File: src/rtl/lru_age_pkg.sv
package lru_age_pkg;
    localparam int DEF_FRAMES = 8;
    localparam int DEF_CNT_W  = 8;

    typedef enum logic [1:0] {
        OP_HOLD  = 2'd0,
        OP_CLEAR = 2'd1,
        OP_AGE   = 2'd2,
        OP_PIN   = 2'd3
    } age_op_e;
endpackage

File: src/rtl/age_cell.sv
module age_cell
    import lru_age_pkg::*;
#(
    parameter int CNT_W = DEF_CNT_W
) (
    input  logic             clk,
    input  logic             rst_n,
    input  logic             tick,
    input  logic             touch,
    output logic [CNT_W-1:0] age
);
    localparam logic [CNT_W-1:0] CNT_MAX = {CNT_W{1'b1}};

    typedef struct packed {
        logic             refd;
        logic [CNT_W-1:0] cnt;
    } cell_t;

    cell_t   s_d, s_q;
    age_op_e op_d;

    always_comb begin
        s_d = s_q;
        if (!tick)                op_d = OP_HOLD;
        else if (s_q.refd)        op_d = OP_CLEAR;
        else if (s_q.cnt == CNT_MAX) op_d = OP_PIN;
        else                      op_d = OP_AGE;
        case (op_d)
            OP_CLEAR: s_d.cnt = '0;
            OP_AGE:   s_d.cnt = s_q.cnt + 1'b1;
            default:  s_d.cnt = s_q.cnt;
        endcase
        if (tick)  s_d.refd = 1'b0;
        if (touch) s_d.refd = 1'b1;
    end

    always_ff @(posedge clk) begin
        if (!rst_n) s_q <= '0;
        else        s_q <= s_d;
    end

    assign age = s_q.cnt;

    // a referenced frame restarts from zero on the tick
    p_ref_clears_r2: assert property (@(posedge clk) disable iff (!rst_n)
        (tick && s_q.refd) |=> (s_q.cnt == '0));
    // an idle frame below the limit gains exactly one
    p_idle_ages_r3: assert property (@(posedge clk) disable iff (!rst_n)
        (tick && !s_q.refd && s_q.cnt != CNT_MAX) |=> (s_q.cnt == $past(s_q.cnt) + 1'b1));
    // no wrap past the limit
    p_no_overflow_r4: assert property (@(posedge clk) disable iff (!rst_n)
        (tick && !s_q.refd && s_q.cnt == CNT_MAX) |=> (s_q.cnt == CNT_MAX));
    // a touch in the tick cycle survives the clear
    p_touch_kept_r7: assert property (@(posedge clk) disable iff (!rst_n)
        (tick && touch) |=> s_q.refd);
    // a tick without touch leaves the flag clear
    p_flag_cleared_r5: assert property (@(posedge clk) disable iff (!rst_n)
        (tick && !touch) |=> !s_q.refd);
    // counters only move on a tick
    p_hold_r9: assert property (@(posedge clk) disable iff (!rst_n)
        !tick |=> $stable(s_q.cnt));
endmodule

File: src/rtl/oldest_finder.sv
module oldest_finder
    import lru_age_pkg::*;
#(
    parameter int NUM_FRAMES = DEF_FRAMES,
    parameter int CNT_W      = DEF_CNT_W,
    parameter int IDX_W      = $clog2(NUM_FRAMES)
) (
    input  logic [NUM_FRAMES*CNT_W-1:0] ages_flat,
    output logic [IDX_W-1:0]            best_idx,
    output logic [CNT_W-1:0]            best_age
);
    always_comb begin
        best_idx = '0;
        best_age = ages_flat[CNT_W-1:0];
        for (int i = 1; i < NUM_FRAMES; i++) begin
            if (ages_flat[i*CNT_W +: CNT_W] > best_age) begin
                best_age = ages_flat[i*CNT_W +: CNT_W];
                best_idx = IDX_W'(i);
            end
        end
    end
endmodule

File: src/rtl/lru_age_tracker.sv
module lru_age_tracker
    import lru_age_pkg::*;
#(
    parameter int NUM_FRAMES = DEF_FRAMES,
    parameter int CNT_W      = DEF_CNT_W,
    parameter int IDX_W      = $clog2(NUM_FRAMES)
) (
    input  logic             clk,
    input  logic             rst_n,
    input  logic             touch_valid,
    input  logic [IDX_W-1:0] touch_frame,
    input  logic             tick,
    output logic [IDX_W-1:0] victim_frame,
    output logic [CNT_W-1:0] victim_age
);
    typedef struct packed {
        logic [IDX_W-1:0] idx;
        logic [CNT_W-1:0] age;
    } pick_t;

    logic [NUM_FRAMES*CNT_W-1:0] ages_flat;
    logic [IDX_W-1:0]            best_idx;
    logic [CNT_W-1:0]            best_age;
    pick_t                       pick_d, pick_q;

    for (genvar g = 0; g < NUM_FRAMES; g++) begin : g_cell
        logic hit;
        assign hit = touch_valid && (touch_frame == IDX_W'(g));
        age_cell #(.CNT_W(CNT_W)) i_cell (
            .clk   (clk),
            .rst_n (rst_n),
            .tick  (tick),
            .touch (hit),
            .age   (ages_flat[g*CNT_W +: CNT_W])
        );
    end

    oldest_finder #(
        .NUM_FRAMES (NUM_FRAMES),
        .CNT_W      (CNT_W),
        .IDX_W      (IDX_W)
    ) i_finder (
        .ages_flat (ages_flat),
        .best_idx  (best_idx),
        .best_age  (best_age)
    );

    always_comb begin
        pick_d.idx = best_idx;
        pick_d.age = best_age;
    end

    always_ff @(posedge clk) begin
        if (!rst_n) pick_q <= '0;
        else        pick_q <= pick_d;
    end

    assign victim_frame = pick_q.idx;
    assign victim_age   = pick_q.age;

    for (genvar g = 0; g < NUM_FRAMES; g++) begin : g_chk
        // registered pick dominates last cycle's counters, ties to lowest index
        p_dominates_r6: assert property (@(posedge clk) disable iff (!rst_n)
            1'b1 |=> (victim_age >= $past(ages_flat[g*CNT_W +: CNT_W])));
        p_lowest_tie_r6: assert property (@(posedge clk) disable iff (!rst_n)
            1'b1 |=> ((IDX_W'(g) >= victim_frame) ||
                      ($past(ages_flat[g*CNT_W +: CNT_W]) < victim_age)));
    end
    // reported age is the reported frame's counter from one cycle earlier
    p_age_matches_r8: assert property (@(posedge clk) disable iff (!rst_n)
        1'b1 |=> (victim_age == $past(ages_flat[pick_d.idx*CNT_W +: CNT_W])));
endmodule

File: config.mk
export PLATFORM = sky130hd
export DESIGN_NAME = lru_age_tracker
export DESIGN_NICKNAME = d
export VERILOG_FILES = /design/src/rtl/lru_age_pkg.sv /design/src/rtl/age_cell.sv /design/src/rtl/oldest_finder.sv /design/src/rtl/lru_age_tracker.sv
export SDC_FILE = /design/constraint.sdc
export NUM_CORES = 1
export LEC_CHECK = 0
export BUFFER_PORTS_ARGS = -buffer_cell sky130_fd_sc_hd__buf_2
export CAP_MARGIN = 20
export CELL_PAD_IN_SITES_DETAIL_PLACEMENT = 1
export CELL_PAD_IN_SITES_GLOBAL_PLACEMENT = 1
export CORE_MARGIN = 5
export CORE_UTILIZATION = 25
export CTS_CLUSTER_SIZE = 8
export DETAILED_ROUTE_END_ITERATION = 8
export GPL_TIMING_DRIVEN = 0
export PLACE_DENSITY = 0.5
export SYNTH_ARGS = -nofsm -noshare
export SYNTH_HDL_FRONTEND = slang
export SYNTH_SLANG_ARGS = --single-unit
File: constraint.sdc
create_clock -name clk -period 28.6 [get_ports clk]
set_input_delay 4.29 -clock clk [delete_from_list [all_inputs] [get_ports clk]]
set_output_delay 4.29 -clock clk [all_outputs]
set_load 0.02 [all_outputs]
; ---- After elaboration in Yosys (flattened, before gate mapping)
; Cells that the tools add are included.
; Widths: inputs -> output; s select.
[word_totals]
reg_bits = 83
input_bits = 7
elab_cells = 144
latch_bits = 0
n_memories = 0
out_inout_bits = 11
mem_bits_rw = 0
mem_bits_ro = 0
[classes]
n_mul = 0
bitwise = 0
shift = 0
n_lt_le_gt_ge = 7
add_sub_neg = 8
muxes = 55
div_mod_pow = 0
n_eq_ne = 31
reduce_logical = 25
[ops]
columns = operator, n
row1 = $pmux 8 s2, 8
row2 = $add 8x1->8 const B, 8
row3 = $eq 8x8->1 const B, 8
row4 = $gt 8x8->1, 7
row5 = $mux 8, 7
row6 = $mux 2, 18
row7 = $reduce_bool 2->1, 16
row8 = $mux 1, 18
row9 = $eq 2x1->1 const B, 8
row10 = $eq 2x2->1 const B, 8
row11 = $eq 3x3->1 const B, 4
row12 = $mux 3, 4
row13 = $logic_and 1x1->1, 8
row14 = $eq 3x2->1 const B, 2
row15 = $eq 3x1->1 const B, 1
row16 = $logic_not 3->1, 1

; ---- Longest topological paths before layout
; Gate-level depths: netlist (run 1).
[logic_depth]
ltp_word = 14
ltp_mapped = 70
mapped_depth_nobuf = 66

; ---- Cells and area by module
; From an unflattened synthesis (run 1), not the netlist that was laid out.
[unflattened]
hier_cells = 792
hier_area_um2 = 6703.9
[modules_own_cells]
columns = module, cells_per_inst, seq_area_each_um2, area_per_inst_um2, instances
row1 = age_cell, 53, 180.2, 488.0, 8
row2 = oldest_finder, 337, 0.0, 2409.8, 1
row3 = lru_age_tracker, 31, 220.2, 390.4, 1

; ---- Worst setup path after synthesis (run 1)
; No wires, ideal clock.
[synth_timing]
path_kind = register -> register
startpoint = reg g_cell[0].i_cell.s_q, in the netlist g_cell[0].i_cell.age[1]
endpoint = reg pick_q, in the netlist victim_age[0]
t_required_ns = 28.513
synth_period_minus_slack_ns = 11.956
arrival_ns = 11.869
setup_slack_ns = 16.644
stages_incl_launch_ff = 66
path_buffers = 6
setup_ns = 0.087
path_cell_list = dfxtp_1 -> inv_1 -> ha_1 -> nor2b_1 -> o211a_1 -> o211ai_2 -> and2_1 -> clkbuf_1 -> mux2i_1 -> ha_1 -> and4_1 -> nand2_1 -> or3_1 -> nor3_1 -> or2_2 -> buf_4 -> o21ai_0 -> nand2_1 -> [30 not listed] -> a21oi_1 -> o21ai_0 -> o31a_1 -> clkbuf_1 -> a21o_1 -> o22ai_2 -> ha_1 -> nor2b_1 -> o21a_1 -> o21ai_0 -> nand2b_1 -> a21oi_1 -> nor2_1 -> a211oi_1 -> a21oi_1 -> inv_1 -> nand2_1 -> o31ai_1
[synth_between]
elab_chain_len = 14
[synth_lines]
columns = element, line_no
row1 = start: declaration, age_cell.sv:19  ; cell_t s_d, s_q;
row2 = start signal: assignment, age_cell.sv:38  ; if (!rst_n) s_q <= '0;
row3 = start signal: assignment, age_cell.sv:39  ; else s_q <= s_d;
row4 = $gt 8x8->1, oldest_finder.sv:16  ; if (ages_flat[i*CNT_W +: CNT_W] > best_age) begin
row5 = $mux 8 *, oldest_finder.sv:16
row6 = $gt 8x8->1, oldest_finder.sv:16
row7 = $mux 8 *, oldest_finder.sv:16
row8 = $gt 8x8->1, oldest_finder.sv:16
row9 = $mux 8 *, oldest_finder.sv:16
row10 = $gt 8x8->1, oldest_finder.sv:16
row11 = $mux 8 *, oldest_finder.sv:16
row12 = $gt 8x8->1, oldest_finder.sv:16
row13 = $mux 8 *, oldest_finder.sv:16
row14 = $gt 8x8->1, oldest_finder.sv:16
row15 = $mux 8 *, oldest_finder.sv:16
row16 = $gt 8x8->1, oldest_finder.sv:16
row17 = $mux 8 *, oldest_finder.sv:16
row18 = end signal: assignment, lru_age_tracker.sv:55  ; else pick_q <= pick_d;
row19 = end: declaration, lru_age_tracker.sv:24  ; pick_t pick_d, pick_q;
; Mark *: on every way between the ends. The rest lies on a longest branch, timed or not.
; A chain may end at the register's enable or synchronous reset.

; ---- Worst setup path in the final report (run 1)
; Same ends and word-level chain as after synthesis.

==> results of run 1 <==
final cells by class:
cell class / count / area, um2
Tap cell: 324 / 405
Buffer: 21 / 124
Sequential cell: 83 / 1660
Fill cell: 2896 / 17400
Clock buffer: 9 / 225
Timing Repair Buffer: 16 / 80.1
Multi-Input combinational cell: 595 / 4290
Clock inverter: 7 / 73.8
Inverter: 33 / 124
metrics by stage:
stage	instance area (um2)	worst slack [ps]	total power, mW
floorplan	6200	16640	0.567
global placement	6690	14410	0.712
detailed placement	6690	14050	0.730
CTS	6980	13950	0.860
global route	6980	12780	0.930
finish	6980	14000	0.851
per-layer routing:
metal / global-route usage / vias up
met5: 0 / -
met4: 0.0448 / 0
li1: - / 2707
met3: 0.0141 / 17
met2: 0.230 / 38
met1: 0.179 / 2702
power breakdown:
group | internal (mW) | switching, mW | leakage, nW
clock | 0.0683 | 0.0536 | 0.146
sequential | 0.125 | 0.00436 | 0.673
combinational | 0.227 | 0.373 | 1.88
total | 0.420 | 0.431 | 2.70
how the worst max path moves through the flow:
| stage | from | end | slack (ps) |
|---|---|---|---|
| 6_report | g_cell[0].i_cell.age[1] | victim_age[0] | 14000 |
| 5_1_grt | g_cell[0].i_cell.age[2] | victim_age[0] | 12780 |
| 2_1_floorplan | g_cell[0].i_cell.age[1] | victim_age[0] | 16640 |
| 4_1_cts | g_cell[0].i_cell.age[1] | victim_age[0] | 13950 |
| 3_3_place_gp | g_cell[0].i_cell.age[1] | victim_age[0] | 14410 |
| 3_5_place_dp | g_cell[0].i_cell.age[1] | victim_age[0] | 14050 |
layout by cell type, fill, tap and decap left out, drive strengths merged, types with 3 or more instances in the layout:
cell / synthesis / routed
or3: 13 / 13
and4: 7 / 7
ha: 68 / 68
xor2: 26 / 26
o21ai: 53 / 53
nor2: 80 / 80
nand2b: 9 / 9
mux2i: 14 / 14
o31ai: 3 / 3
xnor2: 22 / 22
a211oi: 12 / 12
o2111ai: 3 / 3
a21o: 26 / 26
a21oi: 35 / 35
buf: 7 / 23
or2: 6 / 6
clkinv: 0 / 3
and2: 10 / 10
o311ai: 3 / 3
nor3: 9 / 9
nand4: 9 / 9
o211ai: 4 / 4
and3: 5 / 5
nand2: 48 / 48
nand4b: 6 / 6
dfxtp: 83 / 83
o22ai: 12 / 12
clkbuf: 14 / 23
o21a: 6 / 6
a2111oi: 9 / 9
nand3: 40 / 40
nor2b: 23 / 23
a31oi: 8 / 8
a21boi: 3 / 3
nor3b: 6 / 6
inv: 33 / 35
critical path, delay by kind of cell (launching register included):
family                     cells  cell delay, ps
AOI/OAI and AO/OA             28            6010
adders and majority gates      8            2420
buffers and inverters          8            1500
DFF                            1             410
muxes                          2             600
and+or+nand+nor               17            3490
flip-flops by register name, indices dropped and copies added, names as in the netlist:
register / count
g_cell.i_cell.age: 64
g_cell.i_cell.s_q: 8
victim_age: 8
victim_frame: 3
cell families (layout without fill, tap and decap cells):
group           count (synthesis)  in the layout
simple gates                  273            273
fa+ha+maj                      69             69
compound gates                190            190
buf+inv                        54             86
xor+xnor                       48             48
mux                            15             15
flops                          83             83
==> results.py, run 1 <==
metrics = {
    "run_status": {
        "status": "complete, no violations",
    },
    "sta": {
        "slew_viol_final": 0,
        "tightest_slew_ps": 993,
        "min_period_ps": 14600,
        "hold_violations": 0,
        "timing.setup.tns_ps": 0,
        "finalSetupViolCount": 0,
        "whs_ps": 546,
        "finalClockSkew_ps": 7.56,
        "slew_headroom": 0.321,
        "fmax_ghz": 0.0685,
        "rsz0062_at_grt": "no",
        "fin_crit_sh": 0.510,
    },
    "clocking": {
        "clk_pin_slew_worst_paths_ps": 70,
        "cts_buffers": 9,
        "postCtsHoldBufs": 0,
        "cts.sinks": 83,
        "clock_latency_ps": 350,
        "post-cts-setup-buffers": 0,
        "post_cts_resized": 0,
        "h-tree-depth": 3,
        "cts_tree": "yes",
        "root_buffer": "clkbuf_16",
        "clock_path_buffers": 2,
    },
    "floorplanning": {
        "io_pins": 18,
        "fp.dieW_um": 167,
        "initial_utilization": 0.254,
        "die_y_um": 167,
        "floorplan.die_area_um2": 28000,
        "rows": 57,
        "core_area_um2": 24400,
    },
    "power_and_ir_drop": {
        "ir_drop_uv": 62.1,
        "leakage_nw": 2.70,
        "pwr_density_cell_nw_per_um2": 122,
    },
    "yosys": {
        "synth_top_flop_cell": "dfxtp_1",
        "syn_inst": 732,
        "syn_area_um2": 6200,
        "synth-compound-area-share": 0.234,
        "ys_seq_elements": 83,
        "async_flop_share": 0,
        "synth-xor-area-share": 0.0708,
        "synth_nets": 807,
        "synthAdderAreaFrac": 0.139,
        "synthMuxAreaShare": 0.0244,
        "yosys.area_share.simple": 0.224,
        "synthTopCellsByArea": "dfxtp_1 (27%), ha_1 (14%), nor2_1 (4.8%)",
        "synth_area_per_cell_um2": 8.47,
        "yosysWarningCount": 0,
        "synth_common_cells": "dfxtp_1 (83), nor2_1 (79), ha_1 (68)",
        "synth.most_common_cell": "dfxtp_1",
        "ys_types": 70,
        "synth_top_cell_by_area": "dfxtp_1",
        "synth_top_family_by_area": "compound AO/OA/AOI/OAI gates",
        "synth_edf_count": 0,
        "yosysTopAreaCellShare": 0.268,
        "synth-seq-area-share": 0.268,
    },
    "placed_design": {
        "place_inst": 1072,
        "gp_congestion": 0.806,
        "portBuffers": 16,
        "hpwl_mm": 15.2,
    },
    "hold_path": {
        "hold_path_end": "g_cell[2].i_cell.age[7]",
        "min_path_cells": 2,
        "min_from": "g_cell[2].i_cell.age[7]",
        "min_path_type": "reg -> reg",
    },
    "global_routing": {
        "track_usage": 0.135,
        "grt_pass1_wl_mm": 30.7,
        "grt_pass1_vias": 5801,
        "grt_max_degree": 16,
        "grt-ovfl-total": 0,
        "antenna_found_initial": 0,
    },
    "critical_path": {
        "worstReg2RegEnd": "victim_age[0]",
        "crit_path_max_incr_delay_ps": 610,
        "rr_startpoint": "g_cell[0].i_cell.age[1]",
        "crit_arrival_ps": 14840,
        "endpoint_kind": "flop",
        "reg2reg_depth": 63,
        "rrSetupSlack_ps": 14000,
        "worst_setup_path_start_kind": "flop",
        "worstSetupPathType": "reg -> reg",
        "cp_common_cell": "ha_1",
        "cp_slowest_cell": "o41ai_2",
        "required_ps": 28840,
        "critPathMaxFanout": 10,
    },
    "cells_and_area": {
        "nets": 834,
        "n_antenna_cell": 0,
        "drive_gt1_frac": 0.101,
        "final_util": 0.286,
        "final_cells": 1088,
        "area_delta_synth_final_pct": 12.7,
    },
    "drt": {
        "wl_met2_mm": 8.91,
        "drt_pass1_iterations": 4,
        "drc": 0,
        "first_iter_violations": 138,
        "drt-met1-wl_mm": 9.22,
        "wl_mm": 18.7,
        "route.antenna.remaining_nets": 0,
        "avgRoutedWirePerCell_um": 17.2,
        "highest_layer": "met4",
        "drt-vias-per-instance": 5.02,
        "wl_met3_um": 253,
        "vias": 5464,
    },
    "flow_run": {
        "maxCapViolations": 0,
    },
}
No activity file was read; power rests on OpenSTA's default activity.
==> run 2: changes to the inputs <==
--- a/config.mk
+++ b/config.mk
@@ -5,6 +5,7 @@
 export SDC_FILE = /design/constraint.sdc
 export NUM_CORES = 1
 export LEC_CHECK = 0
+export ABC_AREA = 1
 export BUFFER_PORTS_ARGS = -buffer_cell sky130_fd_sc_hd__buf_2
 export CAP_MARGIN = 20
 export CELL_PAD_IN_SITES_DETAIL_PLACEMENT = 1
@@ -14,7 +15,7 @@
 export CTS_CLUSTER_SIZE = 8
 export DETAILED_ROUTE_END_ITERATION = 8
 export GPL_TIMING_DRIVEN = 0
-export PLACE_DENSITY = 0.5
+export PLACE_DENSITY = 0.52
 export SYNTH_ARGS = -nofsm -noshare
 export SYNTH_HDL_FRONTEND = slang
 export SYNTH_SLANG_ARGS = --single-unit
==> constraint.sdc (replaced) <==
create_clock -name clk -period 14.4 [get_ports clk]
set_input_delay 2.16 -clock clk [delete_from_list [all_inputs] [get_ports clk]]
set_output_delay 2.16 -clock clk [all_outputs]
set_load 0.02 [all_outputs]
==> results.py, run 2 <==
metrics = {
    "run_status": {
        "status": "complete, no violations",
    },
    "drt": {
        "drt-vias-per-instance": 4.63,
        "first_iter_violations": 143,
        "vias": 5361,
        "avgRoutedWirePerCell_um": 13.8,
        "route.antenna.remaining_nets": 0,
        "drt_pass1_iterations": 4,
        "wl_mm": 16.0,
        "drc": 0,
    },
    "sta": {
        "timing.setup.tns_ps": 0,
        "finalClockSkew_ps": 9.17,
        "fmax_ghz": 0.0872,
        "slew_headroom": 0.513,
        "finalSetupViolCount": 0,
        "hold_violations": 0,
        "slew_viol_final": 0,
        "rsz0062_at_grt": "no",
        "min_period_ps": 11460,
        "fin_crit_sh": 0.796,
        "tightest_slew_ps": 726,
    },
    "yosys": {
        "synth_top_cell_by_area": "dfxtp_1",
        "yosysWarningCount": 0,
        "syn_area_um2": 5780,
        "yosysTopAreaCellShare": 0.288,
        "synth_top_flop_cell": "dfxtp_1",
        "ys_seq_elements": 83,
        "synthTopCellsByArea": "dfxtp_1 (29%), ha_1 (15%), nand2_1 (11%)",
        "async_flop_share": 0,
        "synth.most_common_cell": "nand2_1",
        "synth-seq-area-share": 0.288,
        "synth_common_cells": "nand2_1 (172), inv_1 (100), nor2_1 (88)",
        "synth_area_per_cell_um2": 6.88,
        "syn_inst": 840,
        "synth_edf_count": 0,
        "synth_nets": 915,
        "ys_types": 39,
    },
    "hold_path": {
        "min_path_type": "reg -> reg",
    },
    "cells_and_area": {
        "largest_register_ffs": 64,
        "nFillCells": 2866,
        "final_util": 0.286,
        "area_delta_synth_final_pct": 12.5,
        "finish.instance_area_um2": 6500,
        "multiInputGateArea_um2": 3670,
        "drive_gt1_frac": 0.0860,
        "n_antenna_cell": 0,
        "nets": 942,
        "final-seq-area_um2": 1660,
        "final_common_cell": "nand2_1",
        "layout_common_cells": "nand2_1 (172), inv_1 (100), nor2_1 (88), dfxtp_1 (83), ha_1 (68)",
    },
    "clocking": {
        "cts_buffers": 9,
        "clock_latency_ps": 350,
        "cts.sinks": 83,
        "clk_pin_slew_worst_paths_ps": 70,
        "postCtsHoldBufs": 0,
        "h-tree-depth": 3,
        "clock_path_buffers": 2,
        "post_cts_resized": 0,
        "root_buffer": "clkbuf_16",
        "post-cts-setup-buffers": 0,
        "cts_tree": "yes",
    },
    "critical_path": {
        "cp_slowest_cell": "o21ai_1",
        "endpoint_kind": "flop",
        "worst_setup_path_start_kind": "flop",
        "worstSetupPathType": "reg -> reg",
        "crit_arrival_ps": 11710,
        "rrSetupSlack_ps": 2940,
        "crit_path_max_incr_delay_ps": 490,
        "cp_common_cell": "nand2_1",
        "required_ps": 14640,
        "critPathMaxFanout": 10,
    },
    "power_and_ir_drop": {
        "swShare": 0.510,
        "p_total_mw": 1.48,
        "pwr_density_cell_nw_per_um2": 228,
        "clkPwrFrac": 0.156,
        "p_int_mw": 0.726,
        "p_comb_frac": 0.671,
        "ir_drop_uv": 77.3,
        "sequentialPowerShare": 0.172,
        "p_sw_mw": 0.756,
        "leakage_nw": 2.96,
    },
    "flow_run": {
        "maxCapViolations": 0,
    },
    "floorplanning": {
        "io_pins": 18,
        "initial_utilization": 0.254,
        "rows": 55,
        "die_y_um": 162,
        "fp.dieW_um": 162,
        "core_area_um2": 22700,
        "floorplan.die_area_um2": 26300,
    },
    "global_routing": {
        "grt_pass1_vias": 5310,
        "grt_pass1_wl_mm": 27.0,
        "grt-ovfl-total": 0,
        "track_usage": 0.126,
        "antenna_found_initial": 0,
        "grt_max_degree": 16,
    },
    "placed_design": {
        "portBuffers": 16,
        "dpl-instance-area_um2": 6210,
        "hpwl_mm": 13.2,
        "gp_congestion": 0.756,
    },
}
==> run 2: changes by cell type after synthesis, sizes merged, moves of 12 or more <==
cell	change
nand2	+146
inv	+70
nor3	+34
a21o	-25
nor2b	-23
xor2	-23
xnor2	-22
a21oi	+16
o21ai	+15
mux2i	-14
nand3	+14
or3	-13
o22ai	-12
==> run 2: cell families (layout without fill, tap and decap cells) <==
group	after synthesis	in the layout	synth area share
adder cells (fa/ha/maj)	68	68	0.147
AND/OR/NAND/NOR	431	431	0.353
flip-flops	83	83	0.288
buffers and inverters	115	147	0.0771
XOR/XNOR	3	3	0.00455
AO/OA/AOI/OAI	140	140	0.130
==> run 2: power groups by stage <==
stage / Clock [mW] / Sequential (mW) / Combinational [mW]
finish: 0.232 / 0.255 / 0.995
global route: 0.252 / 0.257 / 1.16
CTS: 0.245 / 0.255 / 1.03
detailed placement: 0 / 0.261 / 1.03
global placement: 0 / 0.261 / 1.01
floorplan: 0 / 0.271 / 0.738
==> run 2: metal layers <==
| layer | vias up | track usage | wire length [um] |
|---|---|---|---|
| li1 | 2861 | - | - |
| met1 | 2470 | 0.168 | 8110 |
| met2 | 19 | 0.214 | 7500 |
| met3 | 11 | 0.0206 | 232 |
| met4 | 0 | 0.0311 | 175 |
| met5 | - | 0 | 0 |
==> run 2: final timing paths <==
path                                         startpoint                 endpoint  depth (start not counted)
worst max-delay path            g_cell[0].i_cell.age[2]          victim_frame[2]                         64
worst min-delay path            g_cell[1].i_cell.s_q[8]  g_cell[1].i_cell.s_q[8]                          2
worst max register to register  g_cell[0].i_cell.age[2]          victim_frame[2]                         64
worst min register to register  g_cell[1].i_cell.s_q[8]  g_cell[1].i_cell.s_q[8]                          2
==> run 2: worst max-delay path, delay by kind of cell (launching register included) <==
| kind | cells | cell delay, ps |
|---|---|---|
| adder cells (fa/ha/maj) | 7 | 2180 |
| buffers and inverters | 10 | 2370 |
| AND/OR/NAND/NOR | 32 | 3290 |
| flip-flops | 1 | 420 |
| AO/OA/AOI/OAI | 15 | 3080 |
==> run 2: final cells by class <==
cell class,count,share of cell area
multi-input combinational,642,0.565
sequential,83,0.256
inverter,104,0.0600
tap,285,0.0548
clock buffer,10,0.0368
timing repair buffer,16,0.0123
buffer,11,0.00847
clock inverter,6,0.00731
==> run 2: stage by stage <==
step           worst slack, ps  std cells  hold slack [ps]
3_3_place_gp              2730       1141              474
2_1_floorplan             5180        840              454
3_5_place_dp              2740       1141              477
4_1_cts                   2710       1157              488
6_report                  2940       1157              480
5_1_grt                   1480       1157              514
==> run 3: changes to the inputs <==
--- a/config.mk
+++ b/config.mk
@@ -15,7 +15,7 @@
 export CTS_CLUSTER_SIZE = 8
 export DETAILED_ROUTE_END_ITERATION = 8
 export GPL_TIMING_DRIVEN = 0
-export PLACE_DENSITY = 0.52
+export PLACE_DENSITY = 0.54
 export SYNTH_ARGS = -nofsm -noshare
 export SYNTH_HDL_FRONTEND = slang
 export SYNTH_SLANG_ARGS = --single-unit
==> constraint.sdc (replaced) <==
create_clock -name clk -period 9.2 [get_ports clk]
set_input_delay 1.38 -clock clk [delete_from_list [all_inputs] [get_ports clk]]
set_output_delay 1.38 -clock clk [all_outputs]
set_load 0.02 [all_outputs]
==> results.py, run 3 (synthesized netlist as in run 2, its figures left out) <==
metrics = {
    "floorplanning": {
        "rows": 55,
        "die_y_um": 162,
        "floorplan.die_area_um2": 26300,
        "io_pins": 18,
        "core_area_um2": 22700,
        "initial_utilization": 0.254,
        "fp.dieW_um": 162,
    },
    "sta": {
        "fmax_ghz": 0.115,
        "min_period_ps": 8710,
        "hold_violations": 0,
        "whs_ps": 482,
        "slew_viol_final": 0,
        "slew_headroom": 0.479,
        "finalSetupViolCount": 0,
        "tightest_slew_ps": 776,
        "finalClockSkew_ps": 7.81,
        "fin_crit_sh": 0.947,
    },
    "critical_path": {
        "crit_family": "simple AND/OR/NAND/NOR gates",
        "critical_path_buf_inv_count": 15,
        "required_ps": 9450,
        "worst_setup_path_start_kind": "flop",
        "critPathMaxFanout": 8,
        "worstSetupPathType": "reg -> reg",
        "cp_common_cell": "nand2_1",
        "endpoint_kind": "flop",
        "crit_path_max_incr_delay_ps": 360,
        "cp_slowest_cell": "dfxtp_4",
        "crit_arrival_ps": 8960,
    },
    "clocking": {
        "postCtsHoldBufs": 0,
        "cts_buffers": 9,
        "h-tree-depth": 3,
        "clock_path_buffers": 2,
        "clock_latency_ps": 350,
        "cts.sinks": 83,
        "cts_tree": "yes",
        "root_buffer": "clkbuf_16",
        "clk_pin_slew_worst_paths_ps": 70,
    },
    "cells_and_area": {
        "nFillCells": 2760,
        "multiInputGateArea_um2": 4410,
        "largest_register_ffs": 64,
        "nets": 992,
        "drive_gt1_frac": 0.273,
        "area_delta_synth_final_pct": 35.1,
        "final_common_cell": "nand2_1",
        "final-seq-area_um2": 1690,
        "layout_common_cells": "nand2_1 (151), inv_1 (91), nor2_1 (83), dfxtp_1 (69), ha_1 (48)",
        "final_cells": 1207,
        "n_antenna_cell": 0,
    },
    "global_routing": {
        "antenna_found_initial": 0,
        "grt_pass1_vias": 5552,
        "grt_pass1_wl_mm": 28.4,
        "grt_max_degree": 16,
        "grt-ovfl-total": 0,
        "track_usage": 0.133,
    },
    "drt": {
        "vias": 5741,
        "avgRoutedWirePerCell_um": 14.8,
        "drt_pass1_iterations": 4,
        "drc": 0,
        "drt-vias-per-instance": 4.76,
        "first_iter_violations": 156,
        "wl_mm": 17.9,
        "route.antenna.remaining_nets": 0,
    },
    "power_and_ir_drop": {
        "pwr_density_cell_nw_per_um2": 448,
        "leakage_nw": 3.40,
        "ir_drop_uv": 184,
    },
    "placed_design": {
        "place_inst": 1141,
        "portBuffers": 16,
        "gp_congestion": 0.770,
        "hpwl_mm": 13.2,
    },
    "run_status": {
        "status": "complete, no violations",
    },
    "flow_run": {
        "maxCapViolations": 0,
    },
    "hold_path": {
        "min_path_type": "reg -> reg",
    },
}
[run 3: cell types whose count changed in the layout (fill, tap and decap cells not counted), sizes merged]
cell / previous run / this run
nand2: 194 / 196
bufinv: 0 / 1
buf: 19 / 68
clkinvlp: 4 / 1
clkinv: 1 / 3
clkbuf: 18 / 17
[run 3: cell type report]
class,instances,share of cell area
Inverter,104,0.0510
Timing Repair Buffer,64,0.0672
Buffer,11,0.0155
Tap cell,285,0.0457
Clock inverter,6,0.00914
Multi-Input combinational cell,644,0.565
Sequential cell,83,0.216
Clock buffer,10,0.0306
[run 3: power breakdown]
group / total, mW / internal (mW) / switching [mW] / leakage, nW
clock network: 0.395 / 0.222 / 0.173 / 0.151
logic: 2.70 / 1.21 / 1.49 / 2.57
registers: 0.400 / 0.388 / 0.0120 / 0.682
[run 3: path summary, 6_finish.rpt]
path | from | to | slack, ps | depth (start not counted)
setup reg to reg | g_cell[0].i_cell.age[2] | victim_age[2] | 490 | 65
hold reg to reg | g_cell[6].i_cell.s_q[8] | g_cell[6].i_cell.s_q[8] | 480 | 2
setup / recovery | g_cell[0].i_cell.age[2] | victim_age[2] | 490 | 65
hold / removal | g_cell[6].i_cell.s_q[8] | g_cell[6].i_cell.s_q[8] | 480 | 2
[run 3: repair_timing]
| action | in CTS | in global routing |
|---|---|---|
| buffers inserted | 17 | 27 |
| pin swaps | 18 | 60 |
| endpoints found under the setup margin | 11 | 11 |
| gates cloned | 2 | 4 |
| resized for setup | 66 | 154 |
[run 3: worst register-to-register path, delay by kind of cell, from the launching register on]
kind	cells	cell delay, ps
DFF	1	360
buffers and inverters	15	1730
AOI/OAI and AO/OA	12	1460
and+or+nand+nor	31	3130
adders and majority gates	7	1950
[run 3: routing by layer]
| layer | vias to the layer above | wire, um | track usage |
|---|---|---|---|
| li1 | 2979 | - | - |
| met1 | 2710 | 8430 | 0.179 |
| met2 | 35 | 8850 | 0.223 |
| met3 | 17 | 357 | 0.0200 |
| met4 | 0 | 233 | 0.0350 |
| met5 | - | 0 | 0 |
[run 3: through the flow]
step	TNS (ps)	worst slack (ps)	power, mW	area (um2)	util
after floorplan	0	71.1	1.59	5780	-
after global routing	-2260	-223	3.84	7800	0.344
after detailed placement	-21880	-2150	2.02	6220	0.274
after global placement	-22260	-2180	1.99	6220	0.274
after CTS	0	8.77	2.65	6830	0.301
final	0	491	3.50	7800	0.344
